**config.mk**
```make
export PLATFORM = sky130hd
export DESIGN_NAME = oscm_ctrl
export DESIGN_NICKNAME = d
export VERILOG_FILES = /design/src/rtl/oscm_pkg.sv /design/src/rtl/oscm_cmd_parser.sv /design/src/rtl/oscm_mode_fsm.sv /design/src/rtl/oscm_ctrl.sv
export SDC_FILE = /design/constraint.sdc
export NUM_CORES = 1
export LEC_CHECK = 0
export ABC_CLOCK_PERIOD_IN_PS = 7600
export BUFFER_PORTS_ARGS = -buffer_cell sky130_fd_sc_hd__buf_2
export CAP_MARGIN = 20
export CORE_MARGIN = 2
export CORE_UTILIZATION = 64
export DETAILED_ROUTE_END_ITERATION = 10
export PLACE_DENSITY = 0.94
export SLEW_MARGIN = 0
export SYNTH_ARGS = -nofsm -noshare
export SYNTH_HDL_FRONTEND = slang
export SYNTH_SLANG_ARGS = --single-unit
```
**constraint.sdc**
```tcl
create_clock -name clk_i -period 7.6 [get_ports clk_i]
set_clock_uncertainty 0.1 [all_clocks]
set_input_delay 0.76 -clock clk_i [delete_from_list [all_inputs] [get_ports clk_i]]
set_output_delay 0.76 -clock clk_i [all_outputs]
set_load 0.01 [all_outputs]
```
**src/rtl/oscm_pkg.sv**
```systemverilog
package oscm_pkg;

    typedef enum logic [2:0] {
        M_SETUP = 3'd0,
        M_RUN   = 3'd1,
        M_STOP  = 3'd2,
        M_DOZE  = 3'd3,
        M_SLEEP = 3'd4
    } mode_e;

    localparam logic [7:0] OP_RUN    = 8'h50;
    localparam logic [7:0] OP_STOP   = 8'h18;
    localparam logic [7:0] OP_DOZE   = 8'h20;
    localparam logic [7:0] OP_SLEEP  = 8'h30;
    localparam logic [7:0] OP_NEWF   = 8'h0C;
    localparam logic [7:0] OP_ORIGF  = 8'h10;
    localparam logic [7:0] OP_OFFS   = 8'h3A;
    localparam logic [7:0] OP_DRIVE  = 8'h41;
    localparam logic [7:0] OP_PWRJ   = 8'h49;
    localparam logic [7:0] OP_NOP    = 8'h00;

    function automatic logic op_known(input logic [7:0] op);
        case (op)
            OP_RUN, OP_STOP, OP_DOZE, OP_SLEEP, OP_NEWF,
            OP_ORIGF, OP_OFFS, OP_DRIVE, OP_PWRJ, OP_NOP: return 1'b1;
            default: return 1'b0;
        endcase
    endfunction

    function automatic logic [2:0] op_args(input logic [7:0] op);
        case (op)
            OP_NEWF:           return 3'd4;
            OP_OFFS:           return 3'd2;
            OP_DRIVE, OP_PWRJ: return 3'd1;
            default:           return 3'd0;
        endcase
    endfunction

endpackage

```
**src/rtl/oscm_cmd_parser.sv**
```systemverilog
module oscm_cmd_parser
    import oscm_pkg::*;
#(
    parameter int ARG_BYTES = 4
) (
    input  logic                   clk_i,
    input  logic                   rst_ni,
    input  logic [7:0]             byte_i,
    input  logic                   byte_v_i,
    input  logic                   setup_i,
    input  logic                   abort_i,
    input  logic                   block_i,
    output logic                   cmd_v_o,
    output logic [7:0]             cmd_op_o,
    output logic [8*ARG_BYTES-1:0] cmd_arg_o
);
    localparam int AW = 8 * ARG_BYTES;
    localparam int CW = $clog2(ARG_BYTES + 1);

    typedef struct packed {
        logic          busy;
        logic [7:0]    op;
        logic [CW-1:0] left;
        logic [AW-1:0] arg;
        logic          cmd_v;
        logic [7:0]    cmd_op;
        logic [AW-1:0] cmd_arg;
    } pstate_t;

    pstate_t q, d;

    always_comb begin
        d       = q;
        d.cmd_v = 1'b0;
        if (setup_i || abort_i) begin
            d.busy = 1'b0;
            d.left = '0;
            d.arg  = '0;
        end else if (byte_v_i && !block_i) begin
            if (!q.busy) begin
                if (op_known(byte_i)) begin
                    if (op_args(byte_i) == 3'd0) begin
                        d.cmd_v   = 1'b1;
                        d.cmd_op  = byte_i;
                        d.cmd_arg = '0;
                    end else begin
                        d.busy = 1'b1;
                        d.op   = byte_i;
                        d.left = CW'(op_args(byte_i));
                        d.arg  = '0;
                    end
                end
            end else begin
                d.arg  = {q.arg[AW-9:0], byte_i};
                d.left = q.left - CW'(1);
                if (q.left == CW'(1)) begin
                    d.busy    = 1'b0;
                    d.cmd_v   = 1'b1;
                    d.cmd_op  = q.op;
                    d.cmd_arg = d.arg;
                end
            end
        end
    end

    always_ff @(posedge clk_i or negedge rst_ni) begin
        if (!rst_ni) q <= '0;
        else         q <= d;
    end

    assign cmd_v_o   = q.cmd_v;
    assign cmd_op_o  = q.cmd_op;
    assign cmd_arg_o = q.cmd_arg;

    assert_arg_bound_R2: assert property (@(posedge clk_i) disable iff (!rst_ni)
        q.left <= CW'(ARG_BYTES));
    assert_sleep_deaf_R8: assert property (@(posedge clk_i) disable iff (!rst_ni)
        block_i |=> !q.cmd_v);
    assert_abort_clear_R11: assert property (@(posedge clk_i) disable iff (!rst_ni)
        (abort_i || setup_i) |=> (!q.busy && q.left == '0 && !q.cmd_v));
    assert_wait_last_R3: assert property (@(posedge clk_i) disable iff (!rst_ni)
        (q.busy && q.left > CW'(1) && byte_v_i) |=> !q.cmd_v);

endmodule

```
**src/rtl/oscm_mode_fsm.sv**
```systemverilog
module oscm_mode_fsm
    import oscm_pkg::*;
#(
    parameter int              FW            = 32,
    parameter int              OW            = 16,
    parameter int              DW            = 3,
    parameter logic [FW-1:0]   FACTORY_FREQ  = 32'h4B18_9680,
    parameter logic [DW-1:0]   FACTORY_DRIVE = 3'd3,
    parameter logic            FACTORY_LJ    = 1'b0
) (
    input  logic          clk_i,
    input  logic          rst_ni,
    input  logic          cmd_v_i,
    input  logic [7:0]    cmd_op_i,
    input  logic [FW-1:0] cmd_arg_i,
    input  logic          settle_i,
    input  logic          wake_i,
    input  logic          cyc_end_i,
    output mode_e         mode_o,
    output logic          out_en_o,
    output logic          out_hiz_o,
    output logic [FW-1:0] base_o,
    output logic [OW-1:0] off_o,
    output logic [DW-1:0] drv_o,
    output logic          lj_o
);
    typedef struct packed {
        mode_e         mode;
        logic          out_en;
        logic          hiz;
        logic [FW-1:0] base;
        logic [OW-1:0] off;
        logic [DW-1:0] drv;
        logic          lj;
        logic          pend_lj;
        logic [FW-1:0] pend_base;
        logic          pend_freq;
        logic [OW-1:0] pend_off;
        logic          pend_off_set;
    } fstate_t;

    fstate_t q, d;
    logic          parked;
    logic [FW-1:0] new_base;

    always_comb begin
        d        = q;
        parked   = (q.mode == M_STOP) || (q.mode == M_DOZE);
        new_base = (cmd_op_i == OP_NEWF) ? cmd_arg_i : FACTORY_FREQ;

        if (cmd_v_i) begin
            case (cmd_op_i)
                OP_RUN: begin
                    if (q.mode == M_RUN) d.mode = M_SETUP;
                    else if (parked)     d.mode = q.pend_freq ? M_SETUP : M_RUN;
                end
                OP_STOP, OP_DOZE, OP_SLEEP: begin
                    if (q.mode == M_RUN || parked)
                        d.mode = (cmd_op_i == OP_STOP) ? M_STOP :
                                 (cmd_op_i == OP_DOZE) ? M_DOZE : M_SLEEP;
                end
                OP_NEWF, OP_ORIGF: begin
                    if (q.mode == M_RUN) begin
                        d.base = new_base;
                        d.off  = '0;
                        d.mode = M_SETUP;
                    end else if (parked) begin
                        d.pend_base    = new_base;
                        d.pend_freq    = 1'b1;
                        d.pend_off     = '0;
                        d.pend_off_set = 1'b1;
                    end
                end
                OP_OFFS: begin
                    if (q.mode == M_RUN) begin
                        d.off = cmd_arg_i[OW-1:0];
                    end else if (parked) begin
                        d.pend_off     = cmd_arg_i[OW-1:0];
                        d.pend_off_set = 1'b1;
                    end
                end
                OP_DRIVE: if (cmd_arg_i < FW'(2 ** DW)) d.drv = cmd_arg_i[DW-1:0];
                OP_PWRJ:  d.pend_lj = cmd_arg_i[0];
                default: ;
            endcase
        end

        if (q.mode == M_SETUP && settle_i) d.mode = M_RUN;
        if (q.mode == M_SLEEP && wake_i)   d.mode = M_SETUP;

        if (cyc_end_i && q.mode != M_RUN) begin
            d.out_en = 1'b0;
            if (q.mode != M_SETUP) d.hiz = 1'b1;
        end

        if ((d.mode == M_SETUP || d.mode == M_RUN) && d.mode != q.mode) begin
            d.hiz = 1'b0;
            if (q.pend_freq) begin
                d.base      = q.pend_base;
                d.pend_freq = 1'b0;
            end
            if (q.pend_off_set) begin
                d.off          = q.pend_off;
                d.pend_off_set = 1'b0;
            end
            if (d.mode == M_SETUP) d.lj = q.pend_lj;
            else                   d.out_en = 1'b1;
        end
    end

    always_ff @(posedge clk_i or negedge rst_ni) begin
        if (!rst_ni) begin
            q         <= '0;
            q.mode    <= M_SETUP;
            q.base    <= FACTORY_FREQ;
            q.drv     <= FACTORY_DRIVE;
            q.lj      <= FACTORY_LJ;
            q.pend_lj <= FACTORY_LJ;
        end else begin
            q <= d;
        end
    end

    assign mode_o    = q.mode;
    assign out_en_o  = q.out_en;
    assign out_hiz_o = q.hiz;
    assign base_o    = q.base;
    assign off_o     = q.off;
    assign drv_o     = q.drv;
    assign lj_o      = q.lj;

    assert_setup_exit_R13: assert property (@(posedge clk_i) disable iff (!rst_ni)
        (q.mode == M_SETUP) |=> (q.mode == M_SETUP || q.mode == M_RUN));
    assert_clean_stop_R10: assert property (@(posedge clk_i) disable iff (!rst_ni)
        $fell(q.out_en) |-> $past(cyc_end_i));
    assert_hiz_parked_R10: assert property (@(posedge clk_i) disable iff (!rst_ni)
        q.hiz |-> (q.mode == M_STOP || q.mode == M_DOZE || q.mode == M_SLEEP));
    assert_offset_clear_R5: assert property (@(posedge clk_i) disable iff (!rst_ni)
        (cmd_v_i && cmd_op_i == OP_NEWF && q.mode == M_RUN) |=> (q.off == '0));
    assert_lj_on_setup_R9: assert property (@(posedge clk_i) disable iff (!rst_ni)
        !$stable(q.lj) |-> (q.mode == M_SETUP && $past(q.mode) != M_SETUP));

endmodule

```
**src/rtl/oscm_ctrl.sv**
```systemverilog
module oscm_ctrl
    import oscm_pkg::*;
#(
    parameter int               ARG_BYTES     = 4,
    parameter int               OFF_W         = 16,
    parameter int               DRV_W         = 3,
    parameter logic [8*ARG_BYTES-1:0] FACTORY_FREQ = 32'h4B18_9680,
    parameter logic [DRV_W-1:0] FACTORY_DRIVE = 3'd3,
    parameter logic             FACTORY_LJ    = 1'b0
) (
    input  logic                     clk_i,
    input  logic                     rst_ni,
    input  logic [7:0]               rx_byte_i,
    input  logic                     rx_byte_valid_i,
    input  logic                     rx_setup_i,
    input  logic                     rx_abort_i,
    input  logic                     wake_i,
    input  logic                     settle_done_i,
    input  logic                     clk_cycle_end_i,
    output logic [2:0]               mode_o,
    output logic                     out_en_o,
    output logic                     out_hiz_o,
    output logic [8*ARG_BYTES-1:0]   base_freq_o,
    output logic [OFF_W-1:0]         freq_offset_o,
    output logic [DRV_W-1:0]         drive_code_o,
    output logic                     low_jitter_o
);
    localparam int FREQ_W = 8 * ARG_BYTES;

    logic              cmd_v;
    logic [7:0]        cmd_op;
    logic [FREQ_W-1:0] cmd_arg;
    mode_e             mode;

    oscm_cmd_parser #(.ARG_BYTES(ARG_BYTES)) u_parser (
        .clk_i     (clk_i),
        .rst_ni    (rst_ni),
        .byte_i    (rx_byte_i),
        .byte_v_i  (rx_byte_valid_i),
        .setup_i   (rx_setup_i),
        .abort_i   (rx_abort_i),
        .block_i   (mode == M_SLEEP),
        .cmd_v_o   (cmd_v),
        .cmd_op_o  (cmd_op),
        .cmd_arg_o (cmd_arg)
    );

    oscm_mode_fsm #(
        .FW(FREQ_W), .OW(OFF_W), .DW(DRV_W),
        .FACTORY_FREQ(FACTORY_FREQ), .FACTORY_DRIVE(FACTORY_DRIVE),
        .FACTORY_LJ(FACTORY_LJ)
    ) u_fsm (
        .clk_i     (clk_i),
        .rst_ni    (rst_ni),
        .cmd_v_i   (cmd_v),
        .cmd_op_i  (cmd_op),
        .cmd_arg_i (cmd_arg),
        .settle_i  (settle_done_i),
        .wake_i    (wake_i),
        .cyc_end_i (clk_cycle_end_i),
        .mode_o    (mode),
        .out_en_o  (out_en_o),
        .out_hiz_o (out_hiz_o),
        .base_o    (base_freq_o),
        .off_o     (freq_offset_o),
        .drv_o     (drive_code_o),
        .lj_o      (low_jitter_o)
    );

    assign mode_o = mode;

endmodule

```
==> results of run 1 <==
==> power groups by stage <==
stage	Sequential, mW	Combinational [mW]	Clock (mW)
after floorplan	1.02	0.0438	0
after global placement	1.03	0.0691	0
after detailed placement	1.03	0.0730	0
after CTS	1.01	0.0746	0.893
after global routing	1.01	0.0823	0.938
final	1.01	0.0747	0.890
==> flip-flops by register name, summed over array words and instances, names as in the netlist <==
register,cells
u_fsm.q,51
u_parser.q,36
u_fsm.base_o,32
u_parser.cmd_arg_o,32
u_fsm.off_o,16
u_parser.cmd_op_o,8
u_fsm.drv_o,3
u_fsm.mode_o,3
u_fsm.lj_o,1
u_fsm.out_en_o,1
u_fsm.out_hiz_o,1
u_parser.cmd_v_o,1
==> Yosys cell counts (9+ instances only) <==
master | count | area (um2)
sky130_fd_sc_hd__dfrtp_1 | 172 | 4304
sky130_fd_sc_hd__nand3_1 | 12 | 60.06
sky130_fd_sc_hd__o21ai_0 | 23 | 115.1
sky130_fd_sc_hd__a22o_1 | 129 | 1130
sky130_fd_sc_hd__nand2_1 | 42 | 157.7
sky130_fd_sc_hd__dfstp_2 | 13 | 341.6
sky130_fd_sc_hd__buf_4 | 54 | 405.4
sky130_fd_sc_hd__o22ai_1 | 9 | 56.30
sky130_fd_sc_hd__mux2_2 | 53 | 596.8
sky130_fd_sc_hd__inv_1 | 17 | 63.81
sky130_fd_sc_hd__nor4_1 | 12 | 75.07
sky130_fd_sc_hd__a21oi_1 | 12 | 60.06
sky130_fd_sc_hd__clkbuf_1 | 36 | 135.1
sky130_fd_sc_hd__nor2_1 | 28 | 105.1
==> layout by cell type (no fill, tap or decap), types with 9 or more instances in the layout <==
master                      count
sky130_fd_sc_hd__dfrtp_1      172
sky130_fd_sc_hd__a22o_1       129
sky130_fd_sc_hd__buf_2         71
sky130_fd_sc_hd__mux2_2        53
sky130_fd_sc_hd__nand2_1       42
sky130_fd_sc_hd__nor2_1        28
sky130_fd_sc_hd__o21ai_0       23
sky130_fd_sc_hd__inv_1         17
sky130_fd_sc_hd__clkbuf_16     17
sky130_fd_sc_hd__dfstp_2       13
sky130_fd_sc_hd__nor4_1        12
sky130_fd_sc_hd__a21oi_1       12
sky130_fd_sc_hd__nand3_1       12
sky130_fd_sc_hd__o22ai_1        9
==> cell families (layout without fill, tap and decap cells) <==
group / count (synthesis) / after routing / share of synthesized area (%)
flip-flops: 185 / 185 / 55.96
multiplexers: 61 / 61 / 8.154
buffers and inverters: 115 / 130 / 8.108
AO/OA/AOI/OAI: 198 / 198 / 19.05
XOR/XNOR: 1 / 1 / 0.1055
adder cells (fa/ha/maj): 3 / 3 / 0.4220
AND/OR/NAND/NOR: 133 / 133 / 8.199
==> layout make-up <==
cell class                 instances  area (um2)
clock buffer                      22       484.2
tap                              172       215.2
fill                             782        3642
sequential                       185        4646
clock inverter                    10       118.9
multi-input combinational        396        2992
inverter                          17       63.81
timing repair buffer              81       457.9
==> worst max-delay path by stage <==
stage / end / slack, ps / cells after the start
2_1_floorplan: u_parser.cmd_arg_o[29] / 4690 / 9
3_3_place_gp: u_fsm.base_o[14] / 4100 / 7
3_5_place_dp: u_fsm.base_o[21] / 3910 / 7
4_1_cts: u_fsm.base_o[5] / 3820 / 7
5_1_grt: u_fsm.base_o[5] / 3570 / 7
6_report: u_fsm.base_o[5] / 3710 / 7
==> metal layers <==
layer	wire (um)	GRT usage (%)	up-vias
li1	-	-	2516
met4	700	13.18	0
met2	10560	50.55	385
met3	1633	7.219	72
met1	7867	39.28	3100
met5	0	0	-
==> stage by stage <==
| step | area (um2) | cells | util [%] | power (mW) |
|---|---|---|---|---|
| after floorplan | 8302 | 696 | - | 1.066 |
| after global placement | 8328 | 848 | 65.99 | 1.098 |
| after detailed placement | 8356 | 849 | 66.21 | 1.102 |
| after CTS | 8959 | 881 | 70.99 | 1.980 |
| after global routing | 8977 | 883 | 71.14 | 2.034 |
| final | 8977 | 883 | 71.14 | 1.978 |
==> impl_metrics.tcl, run 1 <==
set metrics [dict create \
    num_io_pins 73 \
    pwr_density_cell_mw_per_mm2 220.3 \
    gp_congestion 0.9896 \
    cp-end-kind "flop" \
    switching_share_pct 22.14 \
    placement.io_buffers 72 \
    chipWidth_um 117.9 \
    timing_max_transition_violations_final 0 \
    cts_post_setup_buffers_inserted 0 \
    crit_path_start_kind "flop" \
    cp_max_fo 32 \
    worst_hold_path_type "in -> async" \
    tritoncts "done" \
    worst-r2r-setup-slack_ps 3710 \
    placementRows 41 \
    start_util_pct 65.78 \
    clk_pin_slew_ps 60 \
    regToRegEndpoint "u_fsm.base_o[5]" \
    cts_inserted_buffers 17 \
    timing.final.crit_share_pct 51.12 \
    initialDrtViolationCount 711 \
    detail_route.first_pass.iterations 5 \
    synth.net_count 714 \
    result_of_the_run "finished clean" \
    power.leakage_nw 4.357 \
    overall_global_routing_resource_usage_pct 30.73 \
    cts.sink_count 185 \
    drt.antenna.violating_nets 0 \
    cp.buffers_inverters 0 \
    synthesis_warnings 0 \
    cts.root.buffer_cell "sky130_fd_sc_hd__clkbuf_16" \
    cts_resized 0 \
    grt_max_degree 115 \
    cp_top_family "simple AND/OR/NAND/NOR gates" \
    hold_ws_ps 360.5 \
    routed-via-count 6073 \
    postSynthRegisterBits 185 \
    dp.final_hpwl_mm 13.04 \
    finalWorstSetupSlack_ps 3715 \
    synth_edf_count 0 \
    synthFlopType "sky130_fd_sc_hd__dfrtp_1" \
    routed_wire_length_per_instance_um 23.52 \
    ctsHtreeMaxLevel 4 \
    peakVddDrop_uv 169.5 \
    postSynth.asyncResetShare_pct 100.0 \
    synth-seq-area-share_pct 55.96 \
    synth.lib_cells_used.distinct 55 \
    power.switching_uw 437.8 \
    latest_clock_arrival_within_the_worst_skew_pair_ps 430 \
    holdBufCountCts 0 \
    grt_antenna_before_repair 0 \
    critical_path.startpoint "u_parser.cmd_op_o[7]" \
    fmaxAchievable_mhz 257.4 \
    grt_pass1_vias 6128 \
    critical_path_class "reg -> reg" \
    finalHoldViolations 0 \
    max_slew.worst_pin.slew_ps 1067 \
    globalRoute.totalOverflow 0 \
    power_frac_comb_pct 3.8 \
    sequentialPowerShare_pct 51.2 \
    post_synth_instance_area_mm2 0.008302 \
    fin_crit_ps 3885 \
    syn2layout_area_growth_pct 8.139 \
    final_nets 716 \
    critPathMaxStageDelay_ps 820 \
    syn-instance-count 696 \
    crit-reg2reg-launch "u_parser.cmd_op_o[7]" \
    rsz0062_at_grt "false" \
    tns_ps 0 \
    worstPathCellList "or4_1 > a221oi_1 > o221ai_2 > o31ai_2 > nand3_1 > nor2_4 > mux2_2" \
    maxSlewHeadroom_pct 28.72 \
    max_cap_violations 0 \
    setup_violations 0 \
    vias_per_cell 6.878 \
    max-clock-path-buffers 2 \
    post-route-drc-count 0 \
    p_int_mw 1.540 \
    finalWirelength_mm 20.76 \
    grt_pass1_wl_mm 33.27 \
    diodes 0 \
    clock_power_share_pct 45.0 \
    worst_ep_required_time_ps 7800 \
    die_height_um 117.9 \
    design.core.area_mm2 0.01262 \
    layout-drive-gt1-share_pct 26.72 \
    critPathArrivalTime_ps 4090 \
    area_of_the_die_mm2 0.01390 \
    rr_worst_depth 7 \
    syn_avg_cell_area_um2 11.93 \
    cpMaxStageDelayCell "sky130_fd_sc_hd__nor2_4" \
    dpl_worst_slack_ps 3914 \
]
No activity file was read; power rests on OpenSTA's default activity.
==> run 2: changes to the inputs <==
- ABC_AREA: unset -> 1
- ABC_CLOCK_PERIOD_IN_PS: 7600 -> 3300
- CORE_UTILIZATION: 64 -> 55
- PLACE_DENSITY: 0.94 -> 0.86
- clock period: 7.6 -> 3.3 ns (I/O delays scaled with it)
==> run 2 against run 1 <==
Maximum frequency increased by 54%. Largest cell class unchanged. Synthesized cell count is 77% higher. Power is 130% higher.
==> impl_metrics.tcl, run 2 <==
set metrics [dict create \
    diodes 0 \
    layout.cell_area.non_filler_mm2 0.01039 \
    start_util_pct 56.13 \
    min_from "rx_byte_i[6]" \
    routed-via-count 8593 \
    cts_post_setup_buffers_inserted 0 \
    synthesis_warnings 0 \
    max_cap_violations 0 \
    initialDrtViolationCount 1049 \
    critPathArrivalTime_ps 2800 \
    critPathMaxStageDelay_ps 480 \
    netlist.top_cell.by_area "sky130_fd_sc_hd__dfrtp_1" \
    crit_path_start_kind "flop" \
    synth-seq-area-share_pct 47.85 \
    pwr_density_cell_mw_per_mm2 446.4 \
    cp_max_fo 48 \
    rr_worst_depth 14 \
    latest_clock_arrival_within_the_worst_skew_pair_ps 440 \
    rsz0062_at_grt "false" \
    final_nets 1239 \
    tritoncts "done" \
    setup_violations 0 \
    critical-path-top-cell-by-count "sky130_fd_sc_hd__nand2_1" \
    layout-drive-gt1-share_pct 14.34 \
    synth.net_count 1248 \
    synth_top_family_by_area "simple AND/OR/NAND/NOR gates" \
    synth_compound_area_share_pct 12.86 \
    fin_crit_ps 2521 \
    grt_pass1_wl_mm 39.23 \
    power.leakage_nw 5.064 \
    yosys.area_share.adder_pct 0.2577 \
    max_slew.worst_pin.slew_ps 849.5 \
    postSynth.asyncResetShare_pct 100.0 \
    chipWidth_um 136.9 \
    syn2layout_area_growth_pct 6.985 \
    post_synth_mux_area_share_pct 0.3479 \
    syn-instance-count 1230 \
    cts_inserted_buffers 17 \
    overall_global_routing_resource_usage_pct 26.72 \
    placementRows 48 \
    synthSimpleGateAreaFrac_pct 24.95 \
    finalPower_mw 4.637 \
    postSynthRegisterBits 185 \
    cp-end-kind "flop" \
    post_synth_instance_area_mm2 0.009709 \
    synth.top_cells.by_area "sky130_fd_sc_hd__dfrtp_1 44%, sky130_fd_sc_hd__nand2_1 13%, sky130_fd_sc_hd__inv_1 5.5%" \
    worst-r2r-setup-slack_ps 780 \
    area_of_the_die_mm2 0.01873 \
    worstPathCellList "inv_1 > nand2_1 > nor2_1 > nand2_1 > inv_1 > nor2_2 > nand2_1 > nand2_1 > nand2_1 > nand3_2 > nand2_2 > buf_4 > nand4_1 > nand2_1" \
    top_usage_layer "met2" \
    die_height_um 136.9 \
    design.core.area_mm2 0.01730 \
    mostFrequentLayoutCell "sky130_fd_sc_hd__nand2_1" \
    grt_max_degree 87 \
    synthFlopType "sky130_fd_sc_hd__dfrtp_1" \
    mostFrequentLayoutCells "336 x sky130_fd_sc_hd__nand2_1, 172 x sky130_fd_sc_hd__dfrtp_1, 143 x sky130_fd_sc_hd__inv_1" \
    regMostFlops "u_fsm.q" \
    syn_avg_cell_area_um2 7.894 \
    timing_max_transition_violations_final 0 \
    num_io_pins 73 \
    worst_hold_path_type "in -> reg" \
    fmaxAchievable_mhz 396.7 \
    post-route-drc-count 0 \
    critical_path_class "reg -> reg" \
    dp.final_hpwl_mm 15.86 \
    synth_edf_count 0 \
    finalWirelength_mm 24.15 \
    detail_route.first_pass.iterations 6 \
    gp_congestion 0.9422 \
    maxSlewHeadroom_pct 43.30 \
    dpl_cell_area_mm2 0.009829 \
    met1_usage_pct 37.35 \
    drt.antenna.violating_nets 0 \
    cts.sink_count 185 \
    final.fill_count 1473 \
    peakVddDrop_uv 413.6 \
    placement.io_buffers 72 \
    grt_use_met3_pct 5.593 \
    ctsHtreeMaxLevel 4 \
    cts_resized 0 \
    result_of_the_run "finished clean" \
    grt_pass1_vias 7806 \
    synth_xor_area_share_pct 0 \
    grt_antenna_before_repair 0 \
    whs_endpoint "u_parser.q[76]" \
    min_delay_path_depth 3 \
    worst_ep_required_time_ps 3580 \
    groute.layer.met2.usage_pct 41.08 \
    crit-reg2reg-launch "u_parser.cmd_op_o[2]" \
    cts.root.buffer_cell "sky130_fd_sc_hd__clkbuf_16" \
    area_share_of_the_largest_cell_type_after_synthesis_pct 44.33 \
    globalRoute.totalOverflow 0 \
    max-clock-path-buffers 2 \
    vias_per_cell 5.890 \
    clk_pin_slew_ps 70 \
    largest_register_ff_count 51 \
    timing.final.crit_share_pct 76.39 \
    synth.lib_cells_used.distinct 34 \
    tns_ps 0 \
    most_frequent_cells_after_synthesis "336 x sky130_fd_sc_hd__nand2_1, 172 x sky130_fd_sc_hd__dfrtp_1, 143 x sky130_fd_sc_hd__inv_1, 101 x sky130_fd_sc_hd__o21ai_0, 67 x sky130_fd_sc_hd__nand4_1" \
    synthMostInstantiatedCell "sky130_fd_sc_hd__nand2_1" \
    layout_utilization_pct 60.06 \
    finalHoldViolations 0 \
    reg.largest.list "u_fsm.q (51), u_parser.q (36)" \
    cpMaxStageDelayCell "sky130_fd_sc_hd__buf_4" \
    routed_wire_length_per_instance_um 16.55 \
    regToRegEndpoint "u_fsm.base_o[2]" \
]
[run 2: timing repair]
item | 4_1_cts | 5_1_grt
hold endpoints to repair | 76 | 0
endpoints found under the setup margin | 0 | 0
hold buffers | 1 | 0
[run 2: logic make-up (layout without fill, tap and decap cells)]
group / count (synthesis) / count (layout)
flops: 185 / 185
simple gates: 553 / 553
compound gates: 209 / 209
mux: 3 / 3
buf+inv: 278 / 282
fa+ha+maj: 2 / 2
[run 2: where the power goes]
group / internal [mW] / switching (mW) / total, mW
clock network: 1.01 / 0.908 / 1.92
registers: 2.34 / 0.0829 / 2.42
logic: 0.0760 / 0.218 / 0.294
[run 2: routing by layer]
| metal | up-vias | routed length, um |
|---|---|---|
| li1 | 4007 | - |
| met3 | 43 | 2040 |
| met2 | 444 | 11170 |
| met4 | 0 | 494 |
| met1 | 4099 | 10440 |
| met5 | - | 0 |
[run 2: layout make-up]
cell class / count / area (um2) / area share (%)
repair buffers: 98 / 601.8 / 5.794
clock inverters: 12 / 91.34 / 0.8793
inverters: 152 / 570.5 / 5.493
clock buffers: 20 / 456.7 / 4.397
well taps: 225 / 281.5 / 2.710
flip-flops and latches: 185 / 4646 / 44.72
multi-input cells: 767 / 3740 / 36.00
[run 2: through the flow]
stage	std cells	hold WS [ps]	setup slack, ps
after floorplan	1230	-65.59	1374
after global placement	1426	354.2	865.2
after detailed placement	1426	360.0	825.1
after CTS	1459	93.37	816.7
after global routing	1459	124.0	584.6
final	1459	101.0	779.0
[run 2: worst max-delay path, delay by kind of cell, from the launching register on]
kind	cells	cell delay (ps)
buffers and inverters	3	690
flip-flops	1	410
AND/OR/NAND/NOR	11	1240
[run 2: worst max-delay path by stage]
| stage | from | endpoint | cells after the start | slack [ps] |
|---|---|---|---|---|
| 4_1_cts | u_parser.cmd_op_o[4] | u_fsm.off_o[0] | 13 | 820 |
| 3_5_place_dp | rx_byte_i[6] | u_parser.cmd_op_o[5] | 14 | 830 |
| 5_1_grt | u_parser.cmd_op_o[4] | u_fsm.off_o[14] | 14 | 580 |
| 6_report | u_parser.cmd_op_o[2] | u_fsm.base_o[2] | 14 | 780 |
| 3_3_place_gp | rx_byte_i[5] | u_parser.cmd_op_o[1] | 12 | 870 |
| 2_1_floorplan | u_parser.cmd_op_o[1] | u_fsm.base_o[21] | 14 | 1370 |
==> run 3: changes to the inputs <==
- ABC_CLOCK_PERIOD_IN_PS: 3300 -> 2400
- CORE_UTILIZATION: 55 -> 61
- PLACE_DENSITY: 0.86 -> 0.9
- clock period: 3.3 -> 2.4 ns (I/O delays scaled with it)
==> run 3 against run 2 <==
Sequential share of layout area shrank 0.97 points. Sequential power grew 38%. Die area shrank 9.6%. Clock power grew 47%. Power grew 42%. First-iteration DRC count grew 13%. Routed wire length grew 5.3%. Critical path depth grew 1. Global-route usage grew 3.4 points. Utilization grew 7.5 points. Critical endpoint is now u_fsm.base_o[4]. Largest cell class unchanged. Highest routed layer unchanged.
==> impl_metrics.tcl, run 3 (synthesis gave the netlist of run 2 again) <==
set metrics [dict create \
    cts_inserted_buffers 17 \
    peakVddDrop_uv 561.1 \
    critical_path.startpoint "u_parser.cmd_op_o[2]" \
    routed-via-count 8819 \
    routed_wire_length_per_instance_um 17.36 \
    rr_worst_depth 15 \
    timing.final.crit_share_pct 96.40 \
    critical_path.endpoint "u_fsm.base_o[4]" \
    result_of_the_run "finished clean" \
    power.leakage_nw 5.185 \
    vias_per_cell 6.024 \
    num_io_pins 73 \
    final_non_filler_cell_total 1464 \
    hold_ws_ps 11.52 \
    grt_pass1_vias 7871 \
    area_of_the_die_mm2 0.01694 \
    layout-drive-gt1-share_pct 15.46 \
    regToRegEndpoint "u_fsm.base_o[4]" \
    chipWidth_um 130.2 \
    worst-r2r-setup-slack_ps 90 \
    fmaxAchievable_mhz 432.2 \
    max-clock-path-buffers 2 \
    cp_max_fo 25 \
    ctsHtreeMaxLevel 4 \
    placementRows 46 \
    max_cap_violations 0 \
    clk_pin_slew_ps 70 \
    critPathArrivalTime_ps 2550 \
    drt.antenna.violating_nets 0 \
    diodes 0 \
    cp-end-kind "flop" \
    grt_max_degree 66 \
    cts.root.buffer_cell "sky130_fd_sc_hd__clkbuf_16" \
    overall_global_routing_resource_usage_pct 30.08 \
    crit_path_start_kind "flop" \
    worst_hold_path_type "in -> reg" \
    mostFrequentLayoutCell "sky130_fd_sc_hd__nand2_1" \
    tritoncts "done" \
    placement.io_buffers 72 \
    max_slew.worst_pin.slew_ps 653.7 \
    start_util_pct 61.79 \
    tns_ps 0 \
    timing_max_transition_violations_final 0 \
    fin_crit_ps 2314 \
    final_nets 1253 \
    syn2layout_area_growth_pct 9.368 \
    reg.largest.list "u_fsm.q (51), u_parser.q (36)" \
    latest_clock_arrival_within_the_worst_skew_pair_ps 440 \
    globalRoute.totalOverflow 0 \
    mostFrequentLayoutCells "336 x sky130_fd_sc_hd__nand2_1, 172 x sky130_fd_sc_hd__dfrtp_1, 143 x sky130_fd_sc_hd__inv_1" \
    finalWirelength_mm 25.42 \
    finalWorstSetupSlack_ps 86.31 \
    post-route-drc-count 0 \
    finalHoldViolations 0 \
    dpl_worst_slack_ps 142.2 \
    maxSlewHeadroom_pct 56.42 \
    grt_antenna_before_repair 0 \
    regMostFlops "u_fsm.q" \
    design.core.area_mm2 0.01571 \
    detail_route.first_pass.iterations 7 \
    initialDrtViolationCount 1187 \
    gp_congestion 0.8794 \
    largest_register_ff_count 51 \
    critical_path_class "reg -> reg" \
    cts.sink_count 185 \
    worst_ep_required_time_ps 2630 \
    grt_pass1_wl_mm 39.43 \
    setup_violations 0 \
    dp.final_hpwl_mm 16.19 \
    layout_utilization_pct 67.58 \
    die_height_um 130.2 \
    placed_cells_incl_taps 1429 \
    pwr_density_cell_mw_per_mm2 620.8 \
    crit-reg2reg-launch "u_parser.cmd_op_o[2]" \
]
## run 3: cell count changes in the layout (fill, tap and decap cells not counted), sizes merged
cell and change:
buf +13, bufinv +2, inv -1
## run 3: timing repair
| action | in CTS | in global routing |
|---|---|---|
| hold buffers | 1 | 0 |
| buffers inserted | 0 | 1 |
| setup endpoints to repair | 0 | 53 |
| hold endpoints to repair | 60 | 0 |
| resized for setup | 0 | 4 |
## run 3: worst min path at each step
stage            startpoint                     to  slack, ps  cells after the start
6_report       rx_byte_i[6]         u_parser.q[76]         10                      3
5_1_grt        rx_byte_i[6]         u_parser.q[76]         10                      3
2_1_floorplan        rst_ni        u_fsm.base_o[0]       -160                      0
3_3_place_gp         rst_ni   u_parser.cmd_op_o[7]        190                      1
3_5_place_dp         rst_ni   u_parser.cmd_op_o[7]        180                      1
4_1_cts        rx_byte_i[0]  u_parser.cmd_arg_o[0]        0.6                      3
## run 3: worst max-delay path, stage by stage (launching register included)
cell	delay, ps
sky130_fd_sc_hd__dfrtp_1	410
sky130_fd_sc_hd__inv_1	110
sky130_fd_sc_hd__nand2_1	140
sky130_fd_sc_hd__nor2_2	130
sky130_fd_sc_hd__nand2_1	100
sky130_fd_sc_hd__inv_1	110
sky130_fd_sc_hd__nor2_2	60
sky130_fd_sc_hd__nand2_1	70
sky130_fd_sc_hd__nand2_1	60
sky130_fd_sc_hd__nand2_1	120
sky130_fd_sc_hd__nand3_2	160
sky130_fd_sc_hd__nand2_4	130
sky130_fd_sc_hd__nand3_4	120
sky130_fd_sc_hd__clkbuf_16	240
sky130_fd_sc_hd__nand2_1	70
sky130_fd_sc_hd__nand2_1	60
## run 3: report_power, final
part           switching, mW  internal (mW)  total [mW]  leakage [nW]
clock network           1.25           1.57        2.82         0.286
registers              0.113           3.22        3.33          2.40
logic                  0.318          0.121       0.439          2.50
total                   1.68           4.91        6.59          5.19
## run 3: layout make-up
type                       count  area, um2
inverter                     152      570.5
multi-input combinational    767       3757
fill                        1173       5094
sequential                   185       4646
tap                          216      270.3
clock buffer                  19      442.9
timing repair buffer         112      787.0
clock inverter                13      145.1
## run 3: per-stage QoR
step	area, um2	power (mW)
finish	10620	6.592
global route	10620	6.760
CTS	10570	6.568
detailed placement	9971	3.797
global placement	9971	3.779
floorplan	9709	3.578
## run 3: per-layer routing
metal / up-vias / wire (um) / GRT usage, % / share of wire, %
met4: 0 / 905 / 13.54 / 3.6
met5: - / 0 / 1.471 / 0
met3: 89 / 2332 / 6.191 / 9.2
li1: 4028 / - / - / -
met2: 561 / 11950 / 47.06 / 47
met1: 4141 / 10240 / 40.74 / 40
